===== src/rtl/pause_ins_pkg.sv =====
package pause_ins_pkg;
   localparam int          FRAME_LEN = 60;
   localparam logic [47:0] FC_GROUP  = 48'h0180_C200_0001;
   localparam logic [15:0] ETYPE_MAC_CTRL = 16'h8808;
   localparam logic [15:0] OPC_PAUSE = 16'h0001;

   localparam int A_CTRL = 0;
   localparam int A_TIME = 1;
   localparam int A_DLO  = 2;
   localparam int A_DHI  = 3;
   localparam int A_TRIG = 4;

   typedef struct packed {
      logic        mcast;
      logic [15:0] ptime;
      logic [47:0] dst;
   } pause_cfg_t;

   // byte at position pos of the pause frame (FCS excluded)
   function automatic logic [7:0] pause_byte(input int unsigned pos,
                                             input logic [47:0] da,
                                             input logic [47:0] sa,
                                             input logic [15:0] t);
      logic [47:0] sh;
      logic [7:0]  b;
      b  = 8'h00;
      sh = '0;
      if (pos < 6) begin
         sh = da >> (8 * (5 - pos));
         b  = sh[7:0];
      end else if (pos < 12) begin
         sh = sa >> (8 * (11 - pos));
         b  = sh[7:0];
      end else begin
         case (pos)
            12:      b = ETYPE_MAC_CTRL[15:8];
            13:      b = ETYPE_MAC_CTRL[7:0];
            14:      b = OPC_PAUSE[15:8];
            15:      b = OPC_PAUSE[7:0];
            16:      b = t[15:8];
            17:      b = t[7:0];
            default: b = 8'h00;
         endcase
      end
      return b;
   endfunction
endpackage


===== src/rtl/pause_regs.sv =====
module pause_regs
   import pause_ins_pkg::*;
#(
   parameter int ADDR_W = 3
) (
   input  logic              clk,
   input  logic              rst_n,
   input  logic              reg_wr,
   input  logic [ADDR_W-1:0] reg_addr,
   input  logic [31:0]       reg_wdata,
   output pause_cfg_t        cfg,
   output logic              trig
);
   localparam logic [ADDR_W-1:0] AD_CTRL = ADDR_W'(A_CTRL);
   localparam logic [ADDR_W-1:0] AD_TIME = ADDR_W'(A_TIME);
   localparam logic [ADDR_W-1:0] AD_DLO  = ADDR_W'(A_DLO);
   localparam logic [ADDR_W-1:0] AD_DHI  = ADDR_W'(A_DHI);
   localparam logic [ADDR_W-1:0] AD_TRIG = ADDR_W'(A_TRIG);

   generate
      if (ADDR_W < 3) begin : g_bad_addr
         $error("pause_regs: ADDR_W must reach address %0d", A_TRIG);
      end
   endgenerate

   logic        mcast_q;
   logic [15:0] time_q;
   logic [31:0] dlo_q;
   logic [15:0] dhi_q;

   always_ff @(posedge clk) begin
      if (!rst_n) begin
         mcast_q <= 1'b0;
         time_q  <= '0;
         dlo_q   <= '0;
         dhi_q   <= '0;
      end else if (reg_wr) begin
         case (reg_addr)
            AD_CTRL: mcast_q <= reg_wdata[0];
            AD_TIME: time_q  <= reg_wdata[15:0];
            AD_DLO:  dlo_q   <= reg_wdata;
            AD_DHI:  dhi_q   <= reg_wdata[15:0];
            default: ;
         endcase
      end
   end

   assign trig      = reg_wr && (reg_addr == AD_TRIG);
   assign cfg.mcast = mcast_q;
   assign cfg.ptime = time_q;
   assign cfg.dst   = {dhi_q, dlo_q};
endmodule


===== src/rtl/pause_frame_gen.sv =====
module pause_frame_gen
   import pause_ins_pkg::*;
#(
   parameter int          LEN     = FRAME_LEN,
   parameter logic [47:0] SRC_MAC = 48'h02AA_BBCC_DDEE
) (
   input  logic        clk,
   input  logic        rst_n,
   input  logic        trig,
   input  pause_cfg_t  cfg,
   input  logic        take,
   output logic        g_valid,
   output logic [7:0]  g_data,
   output logic        g_sop,
   output logic        g_eop,
   output logic [15:0] snap_time
);
   localparam int IDX_W = $clog2(LEN);
   localparam logic [IDX_W-1:0] LAST = IDX_W'(LEN - 1);

   generate
      if (LEN < FRAME_LEN) begin : g_bad_len
         $error("pause_frame_gen: LEN below minimum frame size");
      end
   endgenerate

   logic             pend;
   logic [IDX_W-1:0] idx;
   logic [47:0]      snap_da;
   logic [15:0]      snap_t;

   always_ff @(posedge clk) begin
      if (!rst_n) begin
         pend    <= 1'b0;
         idx     <= '0;
         snap_da <= '0;
         snap_t  <= '0;
      end else if (!pend && trig) begin
         pend    <= 1'b1;
         idx     <= '0;
         snap_da <= cfg.mcast ? FC_GROUP : cfg.dst;
         snap_t  <= cfg.ptime;
      end else if (pend && take) begin
         if (idx == LAST) begin
            pend <= 1'b0;
            idx  <= '0;
         end else begin
            idx <= idx + 1'b1;
         end
      end
   end

   assign g_valid   = pend;
   assign g_data    = pause_byte(32'(idx), snap_da, SRC_MAC, snap_t);
   assign g_sop     = pend && (idx == '0);
   assign g_eop     = pend && (idx == LAST);
   assign snap_time = snap_t;
endmodule


===== src/rtl/pause_tx_arb.sv =====
module pause_tx_arb (
   input  logic       clk,
   input  logic       rst_n,
   input  logic       g_valid,
   input  logic [7:0] g_data,
   input  logic       g_sop,
   input  logic       g_eop,
   output logic       g_take,
   input  logic       u_valid,
   output logic       u_ready,
   input  logic [7:0] u_data,
   input  logic       u_sop,
   input  logic       u_eop,
   output logic       o_valid,
   input  logic       o_ready,
   output logic [7:0] o_data,
   output logic       o_sop,
   output logic       o_eop,
   output logic       pause_sel
);
   logic in_user;

   // a pending frame takes the output only between user packets
   assign pause_sel = g_valid && !in_user;

   always_ff @(posedge clk) begin
      if (!rst_n)
         in_user <= 1'b0;
      else if (!pause_sel && u_valid && o_ready)
         in_user <= !u_eop;
   end

   assign o_valid = pause_sel ? 1'b1   : u_valid;
   assign o_data  = pause_sel ? g_data : u_data;
   assign o_sop   = pause_sel ? g_sop  : u_sop;
   assign o_eop   = pause_sel ? g_eop  : u_eop;
   assign u_ready = !pause_sel && o_ready;
   assign g_take  = pause_sel && o_ready;
endmodule


===== src/rtl/pause_inserter.sv =====
module pause_inserter
   import pause_ins_pkg::*;
#(
   parameter int          ADDR_W  = 3,
   parameter int          LEN     = FRAME_LEN,
   parameter logic [47:0] SRC_MAC = 48'h02AA_BBCC_DDEE
) (
   input  logic              clk,
   input  logic              rst_n,
   input  logic              reg_wr,
   input  logic [ADDR_W-1:0] reg_addr,
   input  logic [31:0]       reg_wdata,
   input  logic              u_valid,
   output logic              u_ready,
   input  logic [7:0]        u_data,
   input  logic              u_sop,
   input  logic              u_eop,
   output logic              o_valid,
   input  logic              o_ready,
   output logic [7:0]        o_data,
   output logic              o_sop,
   output logic              o_eop
);
   pause_cfg_t  cfg;
   logic        trig_pulse;
   logic        g_valid, g_sop, g_eop, g_take, pause_sel;
   logic [7:0]  g_data;
   logic [15:0] snap_time;

   pause_regs #(.ADDR_W(ADDR_W)) i_regs (
      .clk(clk), .rst_n(rst_n), .reg_wr(reg_wr), .reg_addr(reg_addr),
      .reg_wdata(reg_wdata), .cfg(cfg), .trig(trig_pulse)
   );

   pause_frame_gen #(.LEN(LEN), .SRC_MAC(SRC_MAC)) i_gen (
      .clk(clk), .rst_n(rst_n), .trig(trig_pulse), .cfg(cfg), .take(g_take),
      .g_valid(g_valid), .g_data(g_data), .g_sop(g_sop), .g_eop(g_eop),
      .snap_time(snap_time)
   );

   pause_tx_arb i_arb (
      .clk(clk), .rst_n(rst_n),
      .g_valid(g_valid), .g_data(g_data), .g_sop(g_sop), .g_eop(g_eop),
      .g_take(g_take),
      .u_valid(u_valid), .u_ready(u_ready), .u_data(u_data),
      .u_sop(u_sop), .u_eop(u_eop),
      .o_valid(o_valid), .o_ready(o_ready), .o_data(o_data),
      .o_sop(o_sop), .o_eop(o_eop), .pause_sel(pause_sel)
   );
endmodule


===== config.mk =====
export PLATFORM = sky130hd
export DESIGN_NAME = pause_inserter
export DESIGN_NICKNAME = d
export VERILOG_FILES = /design/src/rtl/pause_ins_pkg.sv /design/src/rtl/pause_regs.sv /design/src/rtl/pause_frame_gen.sv /design/src/rtl/pause_tx_arb.sv /design/src/rtl/pause_inserter.sv
export SDC_FILE = /design/constraint.sdc
export NUM_CORES = 1
export LEC_CHECK = 0
export BUFFER_PORTS_ARGS = -buffer_cell sky130_fd_sc_hd__clkbuf_2
export CORE_ASPECT_RATIO = 0.7
export CORE_MARGIN = 5
export CORE_UTILIZATION = 50
export CTS_CLUSTER_DIAMETER = 60
export CTS_CLUSTER_SIZE = 40
export DETAILED_ROUTE_END_ITERATION = 12
export MAX_ROUTING_LAYER = met4
export PLACE_DENSITY = 0.73
export RECOVER_POWER = 50
export SLEW_MARGIN = 0
export SYNTH_ARGS = -nofsm -noshare
export SYNTH_HDL_FRONTEND = slang
export SYNTH_SLANG_ARGS = --single-unit

===== constraint.sdc =====
create_clock -name clk -period 3.8 [get_ports clk]
set_clock_uncertainty 0.15 [all_clocks]
set_input_delay 0.76 -clock clk [delete_from_list [all_inputs] [get_ports clk]]
set_output_delay 0.76 -clock clk [all_outputs]
set_load 0.05 [all_outputs]

==> Yosys cells after proc, flatten, opt, wreduce, memory -nomap -nowiden <==
Index checks and enable logic that the tools add are counted.
W data, S select, Z words.
{ "totals": {"regBits": 137, "inputBits": 50, "out_inout_bits": 12, "wordCells": 63} }
{ "op_classes": {"n_addsub": 3, "order_cmp": 2, "eq_ne": 10, "shift": 2, "mux": 12, "bitwise": 1, "n_reduce_logical": 24} }
{ "op_table": {"columns": ["operator", "n"], "rows": [
  ["$mux W48", 1],
  ["$shr A48 B32 Y8", 1],
  ["$shr A42 B32 Y8 const A", 1],
  ["$pmux W8 S5", 1],
  ["$mux W8", 3],
  ["$eq A6 B4 Y1 const B", 3],
  ["$eq A6 B5 Y1 const B", 2],
  ["$logic_and A1 B1 Y1", 10],
  ["$reduce_and A2 Y1", 5],
  ["$sub A3 B6 Y7 const A", 1],
  ["$sub A4 B6 Y7 const A", 1],
  ["$add A6 B1 Y6 const B", 1],
  ["$eq A3 B2 Y1 const B", 2],
  ["$eq A6 B6 Y1 const B", 1],
  ["$logic_not A6 Y1", 1],
  ["$lt A6 B3 Y1 const B", 1],
  ["$lt A6 B4 Y1 const B", 1],
  ["$mux W1", 6],
  ["$mux W6", 1],
  ["$logic_not A1 Y1", 4],
  ["$reduce_bool A2 Y1", 2],
  ["$eq A3 B1 Y1 const B", 1],
  ["$eq A3 B3 Y1 const B", 1],
  ["$logic_not A3 Y1", 1],
  ["2 further kinds", 2]
]} }

==> Logic depth before layout (Yosys ltp) <==
Gate-level depths: netlist (run 1).
{ "depth": {"word_depth": 6, "ltp_mapped": 9, "ltp_nobuf": 6} }

==> Cells and area by module <==
Synthesis (run 1) repeated with hierarchy kept, for this count alone.
{ "unflattened": {"cells_unflattened": 600, "area_unflattened_um2": 5998.3} }
{ "by_module_without_submodules": {"columns": ["module", "n_inst", "cells_per_inst", "area_each_um2", "seq_area_each_um2"], "rows": [
  ["pause_frame_gen", 1, 326, 3235.6, 1421.4],
  ["pause_regs", 1, 253, 2534.9, 1301.2],
  ["pause_tx_arb", 1, 21, 227.7, 20.0]
]} }

==> Worst setup path after synthesis (run 1) <==
Ideal clock, no wire load.
{ "synth_timing": {"kind": "register -> output", "from": "register i_gen.idx[2]", "to": "output o_data[2]", "arrival_ns": 2.592, "required_time_ns": 2.890, "path_slack_ns": 0.298, "stages_incl_launch_ff": 7, "path_buffers": 0, "cell_sequence": "dfxtp_1 inv_1 ha_1 or4b_4 nand3b_1 a21bo_2 a31oi_1"} }
{ "synth_between": {"elab_chain_len": 5, "word_cells_on_any_way": 15, "classes_between": "2 x add/sub; 2 x order compare; 5 x eq/ne; 2 x shift; 4 x mux"} }
{ "synth_lines": {"columns": ["element", "line_no", "text"], "rows": [
  ["start: declaration", "pause_frame_gen.sv:28", "logic [IDX_W-1:0] idx;"],
  ["start signal: assignment", "pause_frame_gen.sv:48", "idx <= idx + 1'b1;"],
  ["$sub A4 B6 Y7, or another cell as far along", "pause_ins_pkg.sv:32", "sh = sa >> (8 * (11 - pos));"],
  ["$shr A42 B32 Y8 / $pmux W8 S5 (equally long branches)", "pause_ins_pkg.sv:32, pause_ins_pkg.sv:35", null],
  ["$mux W8", "pause_ins_pkg.sv:31", "end else if (pos < 12) begin"],
  ["$mux W8 (*)", "pause_ins_pkg.sv:28", "if (pos < 6) begin"],
  ["$mux W8 (*)", "pause_tx_arb.sv:34", "assign o_data = pause_sel ? g_data : u_data;"],
  ["end: declaration", "pause_inserter.sv:20", "output logic [7:0] o_data,"]
]} }
Mark *: on every way between the ends. The rest lies on a longest branch, timed or not.

==> Final worst setup path (run 1) <==
{ "layout_timing": {"from": "register i_gen.idx[1]", "to": "output o_data[4]"} }
The elaborated chain is that of the path after synthesis.

==> results.yml, run 1 <==
outcome:
  outcome: "complete, but fails checks"
  violations: "capacitance limit, slew limit"
clock_network:
  cts_tree: "done"
  clkTransAtPathRegs_ps: 60
  htreeDepth: 4
  cts_buffers: 17
  insertion_delay_ps: 410
  cts.sinks: 137
  clockBufferDepth: 2
  cts_root_buf: "clkbuf_16"
synthesis:
  yosysTopAreaCell: "dfxtp_1"
  yosysSeqAreaShare: 0.480
  synth.avg_cell_area_sq_um: 8.71
  synth_top_area_frac: 0.480
  synth_cell_type_count: 48
  synth-edff-count: 0
  ys_top_cells_by_area: "dfxtp_1 48%, nand2_1 12%, a21oi_1 7.5%, a22o_2 7.0%, mux2i_1 4.4%"
  syn_area_sq_um: 5710
  ys_ff_latch: 137
  yosys_warnings: 0
  synthCells: 656
  synthArstFlopShare: 0
  syn-num-nets: 715
  synthFlopType: "dfxtp_1"
floorplanning:
  boundaryPins: 62
  rows: 32
  coreArea_sq_um: 11100
  die_h_um: 99.4
  dieWidth_um: 138
  die-area_sq_um: 13700
  start_util: 0.515
drt:
  drcViolationCount: 0
  wl_per_cell_um: 18.2
  vias: 4857
  drt_pre_antenna_iters: 5
  viasPerCell: 5.64
  drt_iter0_drc: 368
  routed_wl_mm: 15.6
  antenna_left: 0
placement:
  place_congestion: 0.894
  io_buffers: 61
  dp_hpwl_mm: 10.8
  placed_area_sq_um: 6040
layout:
  final_layout_size_suffix_gt1_frac: 0.213
  num-nets-final: 754
  fillers: 999
  diodes: 0
  syn2layout_area_growth_pct: 16.6
  fin_area_sq_um: 6660
power:
  p_per_area_nw_per_um2: 501
  leakagePower_nw: 2.43
  peakVddDrop_uv: 363
timing:
  grt_setup_unrepaired: "no"
  maxSlewViolCount: 91
  finalSetupTns_ps: 0
  slew_headroom: -0.263
  max_freq_ghz: 0.266
  setup_viol: 0
  fin_crit_ps: 3760
  period_share: 0.988
  hold_viol: 0
  worst_slew_pin_slew_ps: 1890
worst_setup_path:
  required_ps: 2890
  max_stage_delay_ps: 380
  critPathArrivalTime_ps: 2850
  path_buf_inv: 3
  critPathSlowestCell: "a221o_1"
  critPathMostFrequentCell: "buf_4"
  critPathCaptureType: "output port"
  cp_top_family: "buffers and inverters"
  path_cells: "buf_4 -> ha_1 -> buf_4 -> mux2i_1 -> o22a_1 -> o21ai_0 -> a221o_1 -> clkbuf_2"
  startpoint_type: "register"
  cp_max_fo: 17
  crit_type: "register to output port"
grt:
  grt_max_degree: 91
  track_usage: 0.240
  grt_pass1_vias: 4633
  grt_pass1_wl_mm: 24.6
  antenna_found_initial: 0
  grt-ovfl-total: 0
run:
  drv_cap: 1
min_path:
  hold_path.class: "register to register"
## layer usage
| layer | global-route usage | up-vias | part of all wire |
|---|---|---|---|
| met2 | 0.337 | 168 | 0.43 |
| met1 | 0.342 | 2310 | 0.48 |
| met4 | 0.0904 | 0 | 0.019 |
| met3 | 0.0435 | 22 | 0.072 |
| li1 | - | 2357 | - |
| met5 | - | - | 0 |
## worst min-delay path, stage by stage (launching register included)
cell and delay [ps]:
dfxtp_1 310, nand2_1 50, a21oi_1 50
## repair_timing
| item | 4_1_cts | 5_1_grt |
|---|---|---|
| pin swaps | 1 | 0 |
| setup endpoints to repair | 2 | 5 |
| gates resized for setup | 0 | 2 |
| hold buffers | 0 | 0 |
| setup buffers | 2 | 0 |
## final timing paths
kind / start / endpoint / slack [ps] / cells after the start
worst max-delay path: i_gen.idx[1]$_SDFFE_PP0P_ / o_data[4] / 40 / 8
worst min-delay path: i_regs.time_q[8]$_SDFFE_PN0P_ / i_gen.snap_time[8]$_SDFFE_PN0P_ / 300 / 2
worst max register to register: i_gen.g_valid$_SDFFE_PN0P_ / i_gen.snap_da[8]$_SDFFE_PN0P_ / 1440 / 4
worst min register to register: i_regs.time_q[8]$_SDFFE_PN0P_ / i_gen.snap_time[8]$_SDFFE_PN0P_ / 300 / 2
## per-stage QoR
step,setup WS [ps],instances,hold slack (ps),util,total power [mW]
3_3_place_gp,363,827,289,0.545,1.67
4_1_cts,9.97,861,303,0.601,3.35
3_5_place_dp,371,827,293,0.545,1.68
2_1_floorplan,298,656,282,-,1.61
5_1_grt,2.09,861,320,0.600,3.43
6_report,44.2,861,302,0.600,3.34
## synthesized netlist by cell type, types with 2 or more instances
| cell | number |
|---|---|
| nand2_1 | 179 |
| dfxtp_1 | 137 |
| a21oi_1 | 86 |
| a22o_2 | 40 |
| clkbuf_1 | 34 |
| mux2i_1 | 25 |
| nor2_1 | 19 |
| nor3_1 | 14 |
| o21ai_0 | 12 |
| buf_2 | 11 |
| ha_1 | 9 |
| buf_6 | 6 |
| nand3_1 | 6 |
| a221o_1 | 5 |
| inv_1 | 5 |
| nand2b_1 | 5 |
| nand3b_1 | 5 |
| a31oi_1 | 4 |
| o22a_1 | 4 |
| o22ai_1 | 4 |
| xnor2_1 | 4 |
| a22o_1 | 3 |
| and3b_1 | 3 |
| nand4_1 | 3 |
| a221oi_1 | 2 |
| a22oi_1 | 2 |
| a32o_1 | 2 |
| and2_1 | 2 |
| and4b_1 | 2 |
| nor2b_1 | 2 |
| o211ai_1 | 2 |
| or2_2 | 2 |
| or3_1 | 2 |
## flip-flops by register name, summed over array words and instances (netlist names)
signal / cells
i_arb.in_user: 1
i_regs.time_q: 16
i_regs.dhi_q: 16
i_regs.mcast_q: 1
i_regs.dlo_q: 32
i_gen.snap_time: 16
i_gen.g_valid: 1
i_gen.snap_da: 48
i_gen.idx: 6
## kinds of logic (layout without fill, tap and decap cells)
group / Yosys count / after routing / synth area share
adders and majority gates: 9 / 9 / 0.0197
muxes: 25 / 25 / 0.0438
xor gates and xnor gates: 5 / 5 / 0.00767
DFF: 137 / 137 / 0.480
AOI/OAI and AO/OA: 173 / 173 / 0.211
buffers and inverters: 58 / 110 / 0.0486
and+or+nand+nor: 249 / 249 / 0.189
## final cells by class
| type | instances | area (sq um) | area share |
|---|---|---|---|
| timing repair buffer | 72 | 397 | 0.0596 |
| multi-input combinational | 461 | 2700 | 0.405 |
| clock buffer | 21 | 460 | 0.0691 |
| sequential | 137 | 2750 | 0.412 |
| tap | 153 | 191 | 0.0287 |
| inverter | 6 | 22.5 | 0.00338 |
| clock inverter | 11 | 144 | 0.0216 |
## layout by cell type (no fill, tap or decap), types with 3 or more instances in the layout
cell       Yosys  final
buf_4          0      9
ha_1           9      9
a221o_1        5      5
xnor2_1        4      4
nand3b_1       5      5
clkbuf_2       1     61
o21ai_0       12     12
inv_1          5      6
dfxtp_1      137    135
bufinv_16      0      3
nor2_1        19     19
nand4_1        3      3
a21oi_1       86     86
nand2_1      179    179
clkbuf_1      34      3
a31oi_1        4      4
nor3_1        14     14
clkinv_2       0      4
a22o_1         3      3
mux2i_1       25     25
o22a_1         4      4
nand3_1        6      6
a22o_2        40     40
clkbuf_16      0     17
o22ai_1        4      4
nand2b_1       5      5
and3b_1        3      3
## power by group
part / switching [mW] / total [mW] / internal [mW]
clock network: 0.620 / 1.69 / 1.07
registers: 0.0128 / 1.47 / 1.46
logic: 0.127 / 0.182 / 0.0545
Note: power is estimated with default switching activity, not from simulation.
==> run 2, diff against run 1 <==
- BUFFER_PORTS_ARGS: -buffer_cell sky130_fd_sc_hd__clkbuf_2 -> default
- CTS_BUF_LIST: default -> sky130_fd_sc_hd__clkbuf_8
- DONT_BUFFER_PORTS: default -> 1
- PLACE_DENSITY: 0.73 -> 0.68
- SLEW_MARGIN: 0 -> 40
==> run 2 against run 1 <==
Net effect:
- the run still ends with capacitance limit, slew limit left
- cell area down 7.3%
- power shrank 17%
- flip-flop and latch count unchanged
==> results.yml, run 2 (synthesis gave the netlist of run 1 again) <==
drt:
  viasPerCell: 5.86
  drcViolationCount: 0
  vias: 4716
  wl_per_cell_um: 19.2
  routed_wl_mm: 15.4
  antenna_left: 0
  drt_iter0_drc: 463
  drt_pre_antenna_iters: 5
timing:
  worst_slew_pin_slew_ps: 1640
  holdWs_ps: 293
  grt_setup_unrepaired: "no"
  max_freq_ghz: 0.270
  slew_headroom: -0.0910
  period_share: 0.975
  finalSetupTns_ps: 0
  fin_crit_ps: 3700
  hold_viol: 0
  setup_viol: 0
  maxSlewViolCount: 33
power:
  leakagePower_nw: 2.10
  p_per_area_nw_per_um2: 450
  total_power_mw: 2.78
  peakVddDrop_uv: 311
min_path:
  hold_path_depth: 1
  min-delay-start: "u_valid"
  holdPathEnd: "i_arb.in_user$_SDFFE_PN0P_"
  hold_path.class: "input pin to register"
layout:
  diodes: 0
  final_layout_size_suffix_gt1_frac: 0.149
  final_cell_mix: "179 x nand2_1, 135 x dfxtp_1, 86 x a21oi_1"
  num-nets-final: 698
  largest_register_ffs: 48
  syn2layout_area_growth_pct: 8.10
  layout_commonest_cell: "nand2_1"
  largest_registers: "i_gen.snap_da (48), i_regs.dlo_q (32)"
  regMostFlops: "i_gen.snap_da"
  final_cells: 805
clock_network:
  cts.sinks: 137
  cts_root_buf: "clkbuf_8"
  cts_tree: "done"
  htreeDepth: 4
  cts-hold-fix-buffers: 0
  clkTransAtPathRegs_ps: 80
  cts_buffers: 17
  clockBufferDepth: 2
  insertion_delay_ps: 430
worst_setup_path:
  crit_type: "register to output port"
  cp_max_fo: 11
  critPathArrivalTime_ps: 2790
  r2r_end: "i_gen.snap_da[11]$_SDFFE_PN0P_"
  startpoint_type: "register"
  critPathCaptureType: "output port"
  reg2reg_slack_ps: 1460
  required_ps: 2890
  timing.rr.start: "i_gen.g_valid$_SDFFE_PN0P_"
  rr_worst_depth: 4
placement:
  place_congestion: 0.952
  dp.cells: 771
  io_buffers: 0
  dp_hpwl_mm: 10.7
grt:
  grt-ovfl-total: 0
  antenna_found_initial: 0
  grt_pass1_wl_mm: 23.9
  grt_pass1_vias: 4350
  grt_max_degree: 54
  track_usage: 0.232
floorplanning:
  rows: 32
  boundaryPins: 62
  coreArea_sq_um: 11100
  dieWidth_um: 138
  die_h_um: 99.4
  start_util: 0.515
  die-area_sq_um: 13700
outcome:
  violations: "capacitance limit, slew limit"
  outcome: "complete, but fails checks"
run:
  drv_cap: 1
[run 2: cell count changes in the layout (fill, tap and decap cells not counted), sizes merged]
cell	change
clkinvlp	+2
bufinv	-1
clkbuf	-62
inv	+3
clkinv	-2
buf	+4
[run 2: cell type report]
type,instances,area (sq um)
flip-flops and latches,137,2750
clock buffers,19,262
clock inverters,13,128
inverters,6,22.5
fillers,1012,4910
repair buffers,16,126
multi-input cells,461,2700
well taps,153,191
[run 2: metal layers]
metal | vias up | share of wire | GRT usage
li1 | 2252 | - | -
met1 | 2242 | 0.46 | 0.321
met2 | 203 | 0.42 | 0.326
met3 | 19 | 0.10 | 0.0743
met4 | 0 | 0.0097 | 0.0615
met5 | - | 0 | -
[run 2: stage by stage]
step	util	worst slack, ps	instance area, sq um
2_1_floorplan	-	298	5710
3_3_place_gp	0.521	488	5770
3_5_place_dp	0.521	425	5770
4_1_cts	0.556	5.30	6170
5_1_grt	0.557	3.63	6180
6_report	0.557	95.3	6180
[run 2: worst max-delay path: stages (launching register included)]
cell      delay (ps)
dfxtp_2          450
inv_1            140
ha_1             290
or4b_4           480
a221oi_1         370
a221oi_1         100
o211ai_1         260
buf_4            250
[run 2: worst max-delay path by stage]
stage | start | endpoint | slack, ps | cells past startpoint
floorplan | i_gen.idx[2]$_SDFFE_PP0P_ | o_data[2] | 300 | 6
global placement | i_gen.idx[2]$_SDFFE_PP0P_ | o_data[4] | 490 | 6
detailed placement | i_gen.idx[2]$_SDFFE_PP0P_ | o_data[4] | 420 | 6
CTS | i_gen.idx[3]$_SDFFE_PP0P_ | o_data[7] | 5 | 6
global route | i_gen.idx[2]$_SDFFE_PP0P_ | o_data[5] | 4 | 7
finish | i_gen.idx[2]$_SDFFE_PP0P_ | o_data[5] | 100 | 7
[run 2: power breakdown]
group          switching (mW)  internal (mW)  total, mW
Sequential             0.0129           1.45       1.47
Combinational           0.108         0.0356      0.143
Clock                   0.554          0.612       1.17
[run 2: timing repair]
| action | in CTS | in global routing |
|---|---|---|
| gates resized for setup | 3 | 1 |
| setup buffers | 0 | 2 |
| cloned | 0 | 0 |
| endpoints found under the setup margin | 3 | 5 |
| pin swaps | 0 | 1 |
